[src/rtl/attr_pkg.sv]
package attr_pkg;
  localparam logic [1:0] CA_NC   = 2'b00;
  localparam logic [1:0] CA_RSV  = 2'b01;
  localparam logic [1:0] CA_WT   = 2'b10;
  localparam logic [1:0] CA_WB   = 2'b11;
  localparam logic [1:0] HINT_NONE = 2'b00;
  localparam logic [1:0] HINT_RWA  = 2'b11;
  localparam int unsigned N_DOM = 2;  // 0 inner, 1 outer

  typedef struct packed {
    logic [1:0] ca;
    logic [1:0] hint;
    logic       trans;
  } dom_t;

  typedef struct packed {
    logic       fault;
    logic       dev;
    logic [1:0] dtype;
    dom_t       inr;
    dom_t       outr;
    logic       sh;
    logic       osh;
    logic       tag;
  } desc_t;
endpackage

[src/rtl/attr_dev_merge.sv]
module attr_dev_merge (
  input  logic       s1_dev_i,
  input  logic       s2_dev_i,
  input  logic [1:0] s1_dtype_i,
  input  logic [1:0] s2_dtype_i,
  output logic [1:0] dtype_o
);
  always_comb begin
    if (!s1_dev_i)      dtype_o = s2_dtype_i;
    else if (!s2_dev_i) dtype_o = s1_dtype_i;
    else                dtype_o = (s1_dtype_i < s2_dtype_i) ? s1_dtype_i : s2_dtype_i;
  end
endmodule

[src/rtl/attr_dom_merge.sv]
module attr_dom_merge
  import attr_pkg::*;
(
  input  dom_t s1_i,
  input  dom_t s2_i,
  output dom_t res_o
);
  always_comb begin
    res_o.hint  = s1_i.hint;
    res_o.trans = s1_i.trans;
    if (s1_i.ca == CA_RSV || s2_i.ca == CA_RSV)     res_o.ca = CA_NC;
    else if (s1_i.ca == CA_NC || s2_i.ca == CA_NC)  res_o.ca = CA_NC;
    else if (s1_i.ca == CA_WT || s2_i.ca == CA_WT)  res_o.ca = CA_WT;
    else                                            res_o.ca = CA_WB;
  end
endmodule

[src/rtl/attr_fwb_merge.sv]
module attr_fwb_merge
  import attr_pkg::*;
(
  input  dom_t       s1_inr_i,
  input  logic [1:0] s2_ca_i,
  output dom_t       res_o
);
  logic [1:0] ca;

  always_comb begin
    case (s2_ca_i)
      CA_WT:   ca = CA_WB;
      CA_WB:   ca = s1_inr_i.ca;
      default: ca = CA_NC;
    endcase
  end

  always_comb begin
    res_o.ca    = ca;
    res_o.trans = s1_inr_i.trans;
    if (ca == CA_NC)               res_o.hint = HINT_NONE;
    else if (s1_inr_i.ca == CA_NC) res_o.hint = HINT_RWA;
    else                           res_o.hint = s1_inr_i.hint;
  end
endmodule

[src/rtl/attr_combine.sv]
module attr_combine
  import attr_pkg::*;
#(
  parameter int unsigned PA_W = 48
) (
  input  logic            clk_i,
  input  logic            rst_ni,
  input  logic            valid_i,
  input  logic            fwb_i,
  input  logic            fwb_feat_i,
  input  logic            s1_fault_i,
  input  logic            s1_dev_i,
  input  logic [1:0]      s1_dtype_i,
  input  logic [1:0]      s1_in_attr_i,
  input  logic [1:0]      s1_in_hint_i,
  input  logic            s1_in_trans_i,
  input  logic [1:0]      s1_out_attr_i,
  input  logic [1:0]      s1_out_hint_i,
  input  logic            s1_out_trans_i,
  input  logic            s1_sh_i,
  input  logic            s1_osh_i,
  input  logic            s1_tag_i,
  input  logic [PA_W-1:0] s1_pa_i,
  input  logic            s2_fault_i,
  input  logic            s2_dev_i,
  input  logic [1:0]      s2_dtype_i,
  input  logic [1:0]      s2_in_attr_i,
  input  logic [1:0]      s2_in_hint_i,
  input  logic            s2_in_trans_i,
  input  logic [1:0]      s2_out_attr_i,
  input  logic [1:0]      s2_out_hint_i,
  input  logic            s2_out_trans_i,
  input  logic            s2_sh_i,
  input  logic            s2_osh_i,
  input  logic            s2_tag_i,
  input  logic [PA_W-1:0] s2_pa_i,
  output logic            valid_o,
  output logic            fault_o,
  output logic            dev_o,
  output logic [1:0]      dtype_o,
  output logic [1:0]      in_attr_o,
  output logic [1:0]      in_hint_o,
  output logic            in_trans_o,
  output logic [1:0]      out_attr_o,
  output logic [1:0]      out_hint_o,
  output logic            out_trans_o,
  output logic            sh_o,
  output logic            osh_o,
  output logic            tag_o,
  output logic [PA_W-1:0] pa_o
);
  desc_t s1, s2, merged, desc_q;
  dom_t  s1_dom [N_DOM];
  dom_t  s2_dom [N_DOM];
  dom_t  std_dom [N_DOM];
  dom_t  fwb_dom;
  logic  [1:0] dt_merged;
  logic  [PA_W-1:0] pa_d, pa_q;
  logic  fwb_on, is_dev, valid_q;

  assign s1 = '{fault: s1_fault_i, dev: s1_dev_i, dtype: s1_dtype_i,
                inr: '{ca: s1_in_attr_i, hint: s1_in_hint_i, trans: s1_in_trans_i},
                outr: '{ca: s1_out_attr_i, hint: s1_out_hint_i, trans: s1_out_trans_i},
                sh: s1_sh_i, osh: s1_osh_i, tag: s1_tag_i};
  assign s2 = '{fault: s2_fault_i, dev: s2_dev_i, dtype: s2_dtype_i,
                inr: '{ca: s2_in_attr_i, hint: s2_in_hint_i, trans: s2_in_trans_i},
                outr: '{ca: s2_out_attr_i, hint: s2_out_hint_i, trans: s2_out_trans_i},
                sh: s2_sh_i, osh: s2_osh_i, tag: s2_tag_i};

  assign s1_dom[0] = s1.inr;
  assign s1_dom[1] = s1.outr;
  assign s2_dom[0] = s2.inr;
  assign s2_dom[1] = s2.outr;

  for (genvar d = 0; d < N_DOM; d++) begin : g_dom
    attr_dom_merge i_dom (
      .s1_i  (s1_dom[d]),
      .s2_i  (s2_dom[d]),
      .res_o (std_dom[d])
    );
  end

  attr_fwb_merge i_fwb (
    .s1_inr_i (s1.inr),
    .s2_ca_i  (s2.inr.ca),
    .res_o    (fwb_dom)
  );

  attr_dev_merge i_dev (
    .s1_dev_i   (s1.dev),
    .s2_dev_i   (s2.dev),
    .s1_dtype_i (s1.dtype),
    .s2_dtype_i (s2.dtype),
    .dtype_o    (dt_merged)
  );

  assign fwb_on = fwb_i & fwb_feat_i;
  assign is_dev = s2.dev | (s1.dev & (!fwb_on | (s2.inr.ca != CA_WT)));

  always_comb begin
    merged = '0;
    pa_d   = s2_pa_i;
    if (s1.fault) begin
      merged = s1;
      pa_d   = s1_pa_i;
    end else if (s2.fault) begin
      merged = s2;
    end else if (is_dev) begin
      merged.dev   = 1'b1;
      merged.dtype = dt_merged;
      merged.sh    = 1'b1;
      merged.osh   = 1'b1;
    end else begin
      merged.inr  = fwb_on ? fwb_dom : std_dom[0];
      merged.outr = fwb_on ? fwb_dom : std_dom[1];
      merged.sh   = s1.sh | s2.sh;
      merged.osh  = s1.osh | s2.osh;
      merged.tag  = s1.tag &&
                    merged.inr.ca == CA_WB && merged.inr.hint == HINT_RWA &&
                    merged.outr.ca == CA_WB && merged.outr.hint == HINT_RWA;
      if (merged.inr.ca == CA_NC && merged.outr.ca == CA_NC) begin
        merged.sh  = 1'b1;
        merged.osh = 1'b1;
      end
    end
  end

  always_ff @(posedge clk_i or negedge rst_ni) begin
    if (!rst_ni) begin
      valid_q <= 1'b0;
      desc_q  <= '0;
      pa_q    <= '0;
    end else begin
      valid_q <= valid_i;
      if (valid_i) begin
        desc_q <= merged;
        pa_q   <= pa_d;
      end
    end
  end

  assign valid_o     = valid_q;
  assign fault_o     = desc_q.fault;
  assign dev_o       = desc_q.dev;
  assign dtype_o     = desc_q.dtype;
  assign in_attr_o   = desc_q.inr.ca;
  assign in_hint_o   = desc_q.inr.hint;
  assign in_trans_o  = desc_q.inr.trans;
  assign out_attr_o  = desc_q.outr.ca;
  assign out_hint_o  = desc_q.outr.hint;
  assign out_trans_o = desc_q.outr.trans;
  assign sh_o        = desc_q.sh;
  assign osh_o       = desc_q.osh;
  assign tag_o       = desc_q.tag;
  assign pa_o        = pa_q;

  p_s1_fault_r1: assert property (@(posedge clk_i) disable iff (!rst_ni)
    valid_i && s1_fault_i |=> fault_o && pa_o == $past(s1_pa_i));

  p_dev_order_r3: assert property (@(posedge clk_i) disable iff (!rst_ni)
    valid_i && s1_dev_i && s2_dev_i && !s1_fault_i && !s2_fault_i
    |=> dev_o && dtype_o <= $past(s1_dtype_i) && dtype_o <= $past(s2_dtype_i));

  p_fwb_outer_r5: assert property (@(posedge clk_i) disable iff (!rst_ni)
    valid_i && fwb_i && fwb_feat_i && !s1_fault_i && !s2_fault_i
    |=> dev_o || (out_attr_o == in_attr_o && out_hint_o == in_hint_o));

  p_tag_ok_r8: assert property (@(posedge clk_i) disable iff (!rst_ni)
    valid_o && !fault_o && tag_o
    |-> !dev_o && in_attr_o == CA_WB && in_hint_o == HINT_RWA
        && out_attr_o == CA_WB && out_hint_o == HINT_RWA);

  p_share_def_r9: assert property (@(posedge clk_i) disable iff (!rst_ni)
    valid_o && !fault_o && (dev_o || (in_attr_o == CA_NC && out_attr_o == CA_NC))
    |-> sh_o && osh_o);

  p_valid_lat_r10: assert property (@(posedge clk_i) disable iff (!rst_ni)
    valid_i |=> valid_o);

  p_hold_r10: assert property (@(posedge clk_i) disable iff (!rst_ni)
    !valid_i |=> $stable(pa_o) && $stable(in_attr_o) && $stable(dev_o) && !valid_o);
endmodule

[config.mk]
export PLATFORM = sky130hd
export DESIGN_NAME = attr_combine
export DESIGN_NICKNAME = d
export VERILOG_FILES = /design/src/rtl/attr_pkg.sv /design/src/rtl/attr_dev_merge.sv /design/src/rtl/attr_dom_merge.sv /design/src/rtl/attr_fwb_merge.sv /design/src/rtl/attr_combine.sv
export SDC_FILE = /design/constraint.sdc
export NUM_CORES = 1
export LEC_CHECK = 0
export BUFFER_PORTS_ARGS = -buffer_cell sky130_fd_sc_hd__buf_2
export CELL_PAD_IN_SITES_DETAIL_PLACEMENT = 1
export CELL_PAD_IN_SITES_GLOBAL_PLACEMENT = 1
export CORE_ASPECT_RATIO = 0.6
export CORE_MARGIN = 2
export CORE_UTILIZATION = 31
export DETAILED_ROUTE_END_ITERATION = 6
export PLACE_DENSITY = 0.86
export SYNTH_ARGS = -nofsm -noshare
export SYNTH_HDL_FRONTEND = slang
export SYNTH_SLANG_ARGS = --single-unit
[constraint.sdc]
create_clock -name clk_i -period 0.9 [get_ports clk_i]
set_input_delay 0.135 -clock clk_i [delete_from_list [all_inputs] [get_ports clk_i]]
set_output_delay 0.135 -clock clk_i [all_outputs]
set_load 0.02 [all_outputs]
## Yosys cells after proc, flatten, opt, wreduce, memory -nomap -nowiden

Index checks and enable logic that the tools add are counted.

- Bits in registers: 66
- Input bits: 135
- Output and inout bits: 66
- Word-level logic and storage cells: 77

- Order comparisons: 1
- Eq/ne operators: 14
- Muxes and demuxes: 23
- Bitwise logic cells: 6
- Reductions and logical operators: 19

Operator list:

| kind | count |
|---|---|
| $mux W48 | 1 |
| $mux W2 | 11 |
| $eq A2 B2 Y1 const B | 9 |
| $mux W17 | 1 |
| $mux W16 | 1 |
| $logic_not A2 Y1 | 7 |
| $mux W10 | 1 |
| $mux W5 | 2 |
| $eq A2 B1 Y1 const B | 4 |
| $logic_or A1 B1 Y1 | 6 |
| $logic_and A1 B1 Y1 | 5 |
| $mux W1 | 4 |
| $or A1 B1 Y1 | 4 |
| $pmux W2 S2 | 1 |
| $mux W3 | 1 |
| $and A1 B1 Y1 | 2 |
| $lt A2 B2 Y1 | 1 |
| $ne A2 B2 Y1 const B | 1 |
| $logic_not A1 Y1 | 1 |

## Longest topological paths before layout

Gate-level depths: netlist of the first run.

- Word-level depth: 14
- Depth in mapped cells: 7
- Gate-level depth less buffers: 7

## By module

A second synthesis of the first run with hierarchy kept.

- Cell total of the unflattened synthesis: 379
- Area, all modules: 3522.1 um^2

Modules (own cells, without submodules):

| module | instances | cells each | area an instance (um^2) | seq. area each (um^2) |
|---|---|---|---|---|
| attr_combine | 1 | 347 | 3311.9 | 1651.6 |
| attr_dom_merge | 2 | 5 | 38.8 | 0.0 |
| attr_dev_merge | 1 | 11 | 71.3 | 0.0 |
| attr_fwb_merge | 1 | 11 | 61.3 | 0.0 |

## Worst setup path before layout of the first run

No wires, ideal clock.

- Kind: input to register
- Start: input port s2_in_attr_i[0]
- End: register desc_q (netlist bit out_hint_o[1])
- Setup time: 0.082 ns
- Arrival time: 1.035 ns
- Setup slack: -0.217 ns
- Stages on the path: 6
- Cell sequence: buf_2 > or3_1 > a21oi_1 > a21o_1 > nand2_1 > a31oi_1

- Cells in the longest elaborated chain, start to end: 8
- Elaborated cells between the ends (all ways): 13
- Those cells by class: eq/ne: 3; mux: 6; bitwise: 3; reduce/logical: 1

RTL lines:

| item | RTL line | RTL |
|---|---|---|
| start, declared | attr_combine.sv:27 | `input logic [1:0] s2_in_attr_i,` |
| $eq A2 B2 Y1 | attr_fwb_merge.sv:11 | `case (s2_ca_i)` |
| $pmux W2 S2 | attr_fwb_merge.sv:11 |  |
| $logic_not A2 Y1 | attr_fwb_merge.sv:21 | `if (ca == CA_NC) res_o.hint = HINT_NONE;` |
| $mux W2 | attr_fwb_merge.sv:21 |  |
| $mux W5 | attr_combine.sv:115 | `merged.outr = fwb_on ? fwb_dom : std_dom[1];` |
| $mux W10 * | attr_combine.sv:108 | `end else if (is_dev) begin` |
| $mux W16 * | attr_combine.sv:106 | `end else if (s2.fault) begin` |
| $mux W17 * | attr_combine.sv:103 | `if (s1.fault) begin` |
| end signal, assigned | attr_combine.sv:136 | `desc_q <= merged;` |
| end, declared | attr_combine.sv:52 | `desc_t s1, s2, merged, desc_q;` |

Mark *: on every way between the ends. The rest lies on a longest branch, timed or not.
A chain may end at the register's enable or synchronous reset.

## Final worst setup path of the first run

- Start: register pa_q[19] (netlist: pa_o[19])
- End: output port pa_o[19]

RTL lines:

| item | RTL line | RTL |
|---|---|---|
| start, declared | attr_combine.sv:58 | `logic [PA_W-1:0] pa_d, pa_q;` |
| start signal, assigned | attr_combine.sv:137 | `pa_q <= pa_d;` |
| end, declared | attr_combine.sv:50 | `output logic [PA_W-1:0] pa_o` |

No word-level cell between the ends.

==> impl_metrics.yaml, run 1 <==
routing:
  first_iter_violations: 160
  post_drt_wl_per_cell_um: 20.25
  viasPerCell: 5.183
  routed_wirelength_mm: 15.67
  route.detailed.drc: 0
  drt_first_pass_iters: 4
  vias: 4012
  ant_nets: 0
timing:
  finalSetupViolCount: 76
  finalCriticalPeriod_ns: 1.016
  worstMarginPinSlew_ns: 0.3875
  max_freq_ghz: 0.9843
  rsz0062_at_grt: "true"
  hold_viol_final: 0
  finalCritPeriodShare_pct: 112.9
  clock-skew-final_ns: 0
  maxSlewHeadroom_pct: 74.16
  slew_viol_final: 0
  finalWorstSetupSlack_ns: -0.1159
pwr:
  ir_drop_uv: 891.7
  power_switching_mw: 3.103
  p_comb_share_pct: 30.0
  pwr-share-seq_pct: 35.1
  clock_power_share_pct: 35.0
  powerDensity_nw_per_um2: 1652
  swShare_pct: 30.64
  p_int_mw: 7.023
  p_total_mw: 10.13
  total_leakage_power_nw: 3.006
synth:
  synth_nets: 509
  yosysUniqueCellTypes: 45
  yosys_warnings: 0
  seq_area_frac_synth_pct: 47.84
  syn_area_per_cell_um2: 9.280
  netlist_area_um2: 3452
  ys_ff_latch: 66
  syn_inst: 372
global_routing:
  antenna_found_initial: 1
  overflow: 0
  grt_pass1_vias: 4306
  track_usage_pct: 24.54
  grt_pass1_wl_mm: 23.00
  grt_max_degree: 67
cells_and_area:
  final_cell_mix: "126 x buf_2, 73 x buf_6, 67 x buf_4"
  drive_gt1_share_pct: 51.74
  synthToLayoutAreaGrowth_pct: 77.53
  fill_cells: 1230
  nets: 767
  final_common_cell: "buf_2"
  final_area_um2: 6128
critical_path:
  cp_top_family: "flip-flops"
  crit-reg2reg-launch: "pa_o[28]$_DFFE_PN0P_"
  cp.arrival_ns: 0.88
  cp_max_fo: 2
  crit_required_ns: 0.76
  cp_slowest_cell: "dfrtp_1"
  slowest_delay_ns: 0.41
  crit_type: "register to primary output"
  startpoint_type: "register"
  critPathLaunch: "pa_o[19]$_DFFE_PN0P_"
  critPathCaptureType: "primary output"
  critPathBufInv: 1
  crit_chain: "buf_6"
status:
  outcome: "complete, but fails checks"
  violations: "negative setup slack"
placed_design:
  place.gp.congestion: 0.9201
  port_buffers: 200
  post-place-ws_ns: -0.4744
  detailed_place.area_um2: 4853
  dpl.hpwl_mm: 9.801
floorplan:
  core_um2: 10700
  die_w_um: 140.2
  start_util_pct: 32.25
  ios: 201
  die_h_um: 85.74
  rows: 29
  die_area_um2: 12020
run:
  drv_cap: 0
min_path:
  min_from: "s2_out_trans_i"
  min_path_type: "primary input to register"
cts:
  cts.sinks: 66
  cts_max_path_buffers: 2
  root_buffer: "clkbuf_16"
  h-tree-depth: 3
  cts_buffers: 9
  clkTransAtPathRegs_ns: 0.06
  tritoncts: "yes"
  clk_latency_ns: 0.33
-- per-layer routing --
layer	routed length [µm]	vias to the layer above	GRT usage, %
met4	311	0	6.336
met5	0	-	0
met1	6527	1974	30.80
met2	7788	172	42.74
met3	1044	26	6.253
li1	-	1840	-
-- cell usage after synthesis, drive strengths merged --
master	count	area, µm²
ha	2	25.02
a211oi	1	12.51
dfrtp	66	1652
a22o	2	18.77
clkinv	1	3.750
nor4	2	12.51
a21bo	1	10.01
nand2	21	81.33
o22ai	3	18.77
o211ai	2	15.01
nand2b	2	12.51
a21o	1	7.510
nor3	1	5.000
nor2b	3	18.77
nor3b	1	7.510
o221ai	2	17.52
a31oi	12	75.07
clkbuf	11	41.29
o41ai	1	8.760
a21boi	1	7.510
a21oi	59	299.0
nor2	64	240.2
o21ai	16	80.08
a22oi	5	37.54
and2	1	6.260
and3	4	25.02
o21a	2	15.01
and3b	2	18.77
nand3b	1	7.510
nand4	1	6.260
nand3	5	25.02
o31ai	1	7.510
buf	18	91.34
mux2i	48	480.5
inv	6	22.52
nand4b	2	32.53
or3	1	6.260
-- what timing repair did --
| item | 4_1_cts | 5_1_grt |
|---|---|---|
| hold endpoints to repair | 66 | 0 |
| setup endpoints to repair | 77 | 90 |
| cloned | 0 | 1 |
| setup buffers | 24 | 18 |
| hold buffers | 1 | 0 |
| gates resized for setup | 144 | 42 |
| pin swaps | 7 | 14 |
-- logic make-up (layout without fill, tap and decap cells) --
family                   count (synthesis)  after routing  share of synthesized area [%]
adder cells (fa/ha/maj)                  2              2                         0.7248
other                                    0              1                              0
flip-flops                              66             66                          47.84
AO/OA/AOI/OAI                          109            109                          18.27
buffers and inverters                   36            298                          4.603
AND/OR/NAND/NOR                        111            111                          14.64
multiplexers                            48             48                          13.92
-- power by group through the flow --
| stage | combinational (mW) | clock [mW] | sequential (mW) |
|---|---|---|---|
| 6_report | 3.03 | 3.54 | 3.55 |
| 5_1_grt | 3.23 | 3.75 | 3.58 |
| 4_1_cts | 2.73 | 3.61 | 3.53 |
| 3_5_place_dp | 2.18 | 0 | 3.50 |
| 3_3_place_gp | 2.10 | 0 | 3.49 |
| 2_1_floorplan | 0.720 | 0 | 3.89 |
-- worst paths after layout --
kind / end / slack, ns / cells after the start
worst max-delay path: pa_o[19] / -0.12 / 1
max in group asynchronous: pa_o[6]$_DFFE_PN0P_ / 0.22 / 3
worst min register to register: pa_o[41]$_DFFE_PN0P_ / 0.56 / 2
worst max register to register: pa_o[28]$_DFFE_PN0P_ / -0.02 / 3
min in group asynchronous: pa_o[31]$_DFFE_PN0P_ / 0.36 / 3
worst min-delay path: out_trans_o$_DFFE_PN0P_ / 0.07 / 3
-- sequential cells by signal, summed over array words and instances (netlist names), 2 cells and up --
register and count:
out_attr_o 2, in_hint_o 2, out_hint_o 2, pa_o 48, dtype_o 2, in_attr_o 2
-- per-stage QoR --
step / hold WS [ns] / TNS, ns / util, % / std cells
3_3_place_gp: 0.1809 / -14.71 / 45.34 / 715
6_report: 0.06687 / -6.491 / 57.25 / 774
3_5_place_dp: 0.1932 / -16.97 / 45.34 / 715
5_1_grt: 0.06930 / -8.970 / 57.25 / 774
4_1_cts: 0.05180 / -6.920 / 54.03 / 755
2_1_floorplan: -0.1606 / -1.820 / - / 372
-- cell type report --
type                       instances  area (µm²)  area share, %
antenna                            1       2.502        0.04083
clock buffer                      10       239.0          3.900
clock inverter                     5       55.05         0.8983
inverter                           7       26.28         0.4287
multi-input combinational        270        1827          29.81
sequential                        66        1652          26.95
tap                              139       173.9          2.838
timing repair buffer             276        2153          35.14
(Power assumes the default switching activity.)
==> run 2, diff against run 1 <==
BUFFER_PORTS_ARGS = unset   (was -buffer_cell sky130_fd_sc_hd__buf_2)
CORE_UTILIZATION = 44   (was 31)
DONT_BUFFER_PORTS = 1   (was unset)
PLACE_DENSITY = 0.84   (was 0.86)
==> run 2 against run 1 <==
Effect of this change:
- the run ends with negative hold slack, negative setup slack left
- die area decreased by 29%
- sequential power increased by 3%
- combinational power decreased by 35%
- final area decreased by 22%
- via count decreased by 20%
- global-route usage increased by 3.6 points
- hold slack got worse by 0.57 ns
- flip-flop and latch count unchanged
- worst setup slack got worse by 0.023 ns
- critical path depth unchanged
- total power decreased by 11%
- utilization increased by 6.8 points
- critical path type unchanged
- largest cell class is now multi-input gates
==> impl_metrics.yaml, run 2 (same netlist as run 1, synthesis figures left out) <==
status:
  outcome: "complete, but fails checks"
  violations: "negative hold slack, negative setup slack"
global_routing:
  track_usage_pct: 28.14
  grt_pass1_wl_mm: 18.55
  antenna_found_initial: 0
  overflow: 0
  grt_max_degree: 133
  grt_pass1_vias: 3418
run:
  drv_cap: 0
cts:
  cts_max_path_buffers: 2
  clk_latency_ns: 0.31
  clkTransAtPathRegs_ns: 0.07
  cts_buffers: 9
  cts.sinks: 66
  root_buffer: "clkbuf_16"
  h-tree-depth: 3
  tritoncts: "yes"
pwr:
  ir_drop_uv: 1236
  pwr-share-seq_pct: 40.4
  swShare_pct: 28.67
  p_comb_share_pct: 21.7
  powerDensity_nw_per_um2: 1901
  clock_power_share_pct: 37.9
  p_int_mw: 6.439
  power_switching_mw: 2.588
  total_leakage_power_nw: 2.152
critical_path:
  crit-reg2reg-launch: "pa_o[29]$_DFFE_PN0P_"
  rr_endpoint: "pa_o[29]$_DFFE_PN0P_"
  cp.arrival_ns: 0.90
  critPathLaunch: "pa_o[17]$_DFFE_PN0P_"
  crit_cells: 1
  cp_max_fo: 2
  crit_required_ns: 0.76
  crit_type: "register to primary output"
  critPathCaptureType: "primary output"
  crit_chain: "buf_6"
  reg2reg_depth: 4
  slowest_delay_ns: 0.42
  cp_slowest_cell: "dfrtp_1"
  startpoint_type: "register"
  endpoint: "pa_o[17]"
  reg2reg_slack_ns: -0.09
  critPathBufInv: 1
  cp_top_family: "flip-flops"
cells_and_area:
  fill_cells: 783
  final_cell_mix: "56 x nor2_1, 55 x a21oi_1, 53 x dfrtp_1, 53 x buf_6, 48 x mux2i_1"
  final_area_um2: 4750
  diodes: 0
  largest_reg_flops: 48
  final_common_cell: "nor2_1"
  instances_no_fill: 558
  synthToLayoutAreaGrowth_pct: 37.59
  nets: 587
  drive_gt1_share_pct: 31.72
floorplan:
  start_util_pct: 46.54
  die_w_um: 118.4
  die_area_um2: 8593
  core_um2: 7417
  ios: 201
  die_h_um: 72.61
  rows: 24
routing:
  route.detailed.drc: 0
  ant_nets: 0
  post_drt_wl_per_cell_um: 24.07
  drt_first_pass_iters: 4
  viasPerCell: 5.719
  vias: 3191
  first_iter_violations: 241
  routed_wirelength_mm: 13.43
timing:
  hold_viol_final: 126
  clock-skew-final_ns: 0
  finalSetupViolCount: 74
  hold_ws_ns: -0.5052
  rsz0062_at_grt: "true"
  fin_tns_setup_ns: -5.518
  worstMarginPinSlew_ns: 0.3327
  finalCritPeriodShare_pct: 115.4
  max_freq_ghz: 0.9625
  finalWorstSetupSlack_ns: -0.1389
  slew_viol_final: 0
  finalCriticalPeriod_ns: 1.039
  maxSlewHeadroom_pct: 77.59
placed_design:
  detailed_place.area_um2: 3941
  port_buffers: 0
  dpl.hpwl_mm: 7.867
  place.detailed.instances: 510
  place.gp.congestion: 0.9129
min_path:
  min_path_type: "primary input to asynchronous set/reset pin"
==> run 2: timing repair <==
| action | CTS | global route |
|---|---|---|
| setup buffers | 20 | 13 |
| pin swaps | 0 | 2 |
| endpoints found under the setup margin | 66 | 68 |
| endpoints found under the hold margin | 130 | 130 |
| resized for setup | 65 | 18 |
==> run 2: area by class of cell <==
| type | instances | area [µm²] | share of cell area (%) |
|---|---|---|---|
| Timing Repair Buffer | 96 | 919.6 | 19.36 |
| Clock inverter | 6 | 58.81 | 1.238 |
| Multi-Input combinational cell | 270 | 1722 | 36.25 |
| Inverter | 7 | 26.28 | 0.5532 |
| Tap cell | 104 | 130.1 | 2.740 |
| Clock buffer | 9 | 225.2 | 4.742 |
| Sequential cell | 66 | 1668 | 35.12 |
==> run 2: how the worst min path moves through the flow <==
stage	end	slack, ns	start
2_1_floorplan	dev_o$_DFFE_PN0P_	-0.16	rst_ni
3_3_place_gp	pa_o[33]$_DFFE_PN0P_	-0.16	rst_ni
6_report	pa_o[47]$_DFFE_PN0P_	-0.51	rst_ni
5_1_grt	pa_o[47]$_DFFE_PN0P_	-0.53	rst_ni
3_5_place_dp	pa_o[33]$_DFFE_PN0P_	-0.16	rst_ni
4_1_cts	pa_o[33]$_DFFE_PN0P_	-0.50	rst_ni
==> run 2: per-layer routing <==
layer	part of all wire (%)	wire, µm	vias up	GRT usage (%)
li1	-	-	1472	-
met3	7.9	1057	17	9.531
met5	0	0	-	0
met1	41	5465	1562	34.44
met2	50	6648	140	48.23
met4	1.9	257	0	8.032
==> run 2: through the flow <==
stage / power (mW) / utilization (%) / setup WS [ns]
after floorplan: 4.610 / - / -0.1791
after global placement: 4.982 / 53.14 / -0.2312
after detailed placement: 5.065 / 53.14 / -0.3070
after CTS: 8.786 / 61.88 / -0.1295
after global routing: 9.355 / 64.04 / -0.1550
final: 9.027 / 64.04 / -0.1389
==> run 2: power by group through the flow <==
stage / clock, mW / sequential [mW] / combinational, mW
4_1_cts: 3.41 / 3.61 / 1.76
5_1_grt: 3.60 / 3.68 / 2.08
2_1_floorplan: 0 / 3.89 / 0.720
6_report: 3.42 / 3.64 / 1.96
3_5_place_dp: 0 / 3.60 / 1.46
3_3_place_gp: 0 / 3.58 / 1.40
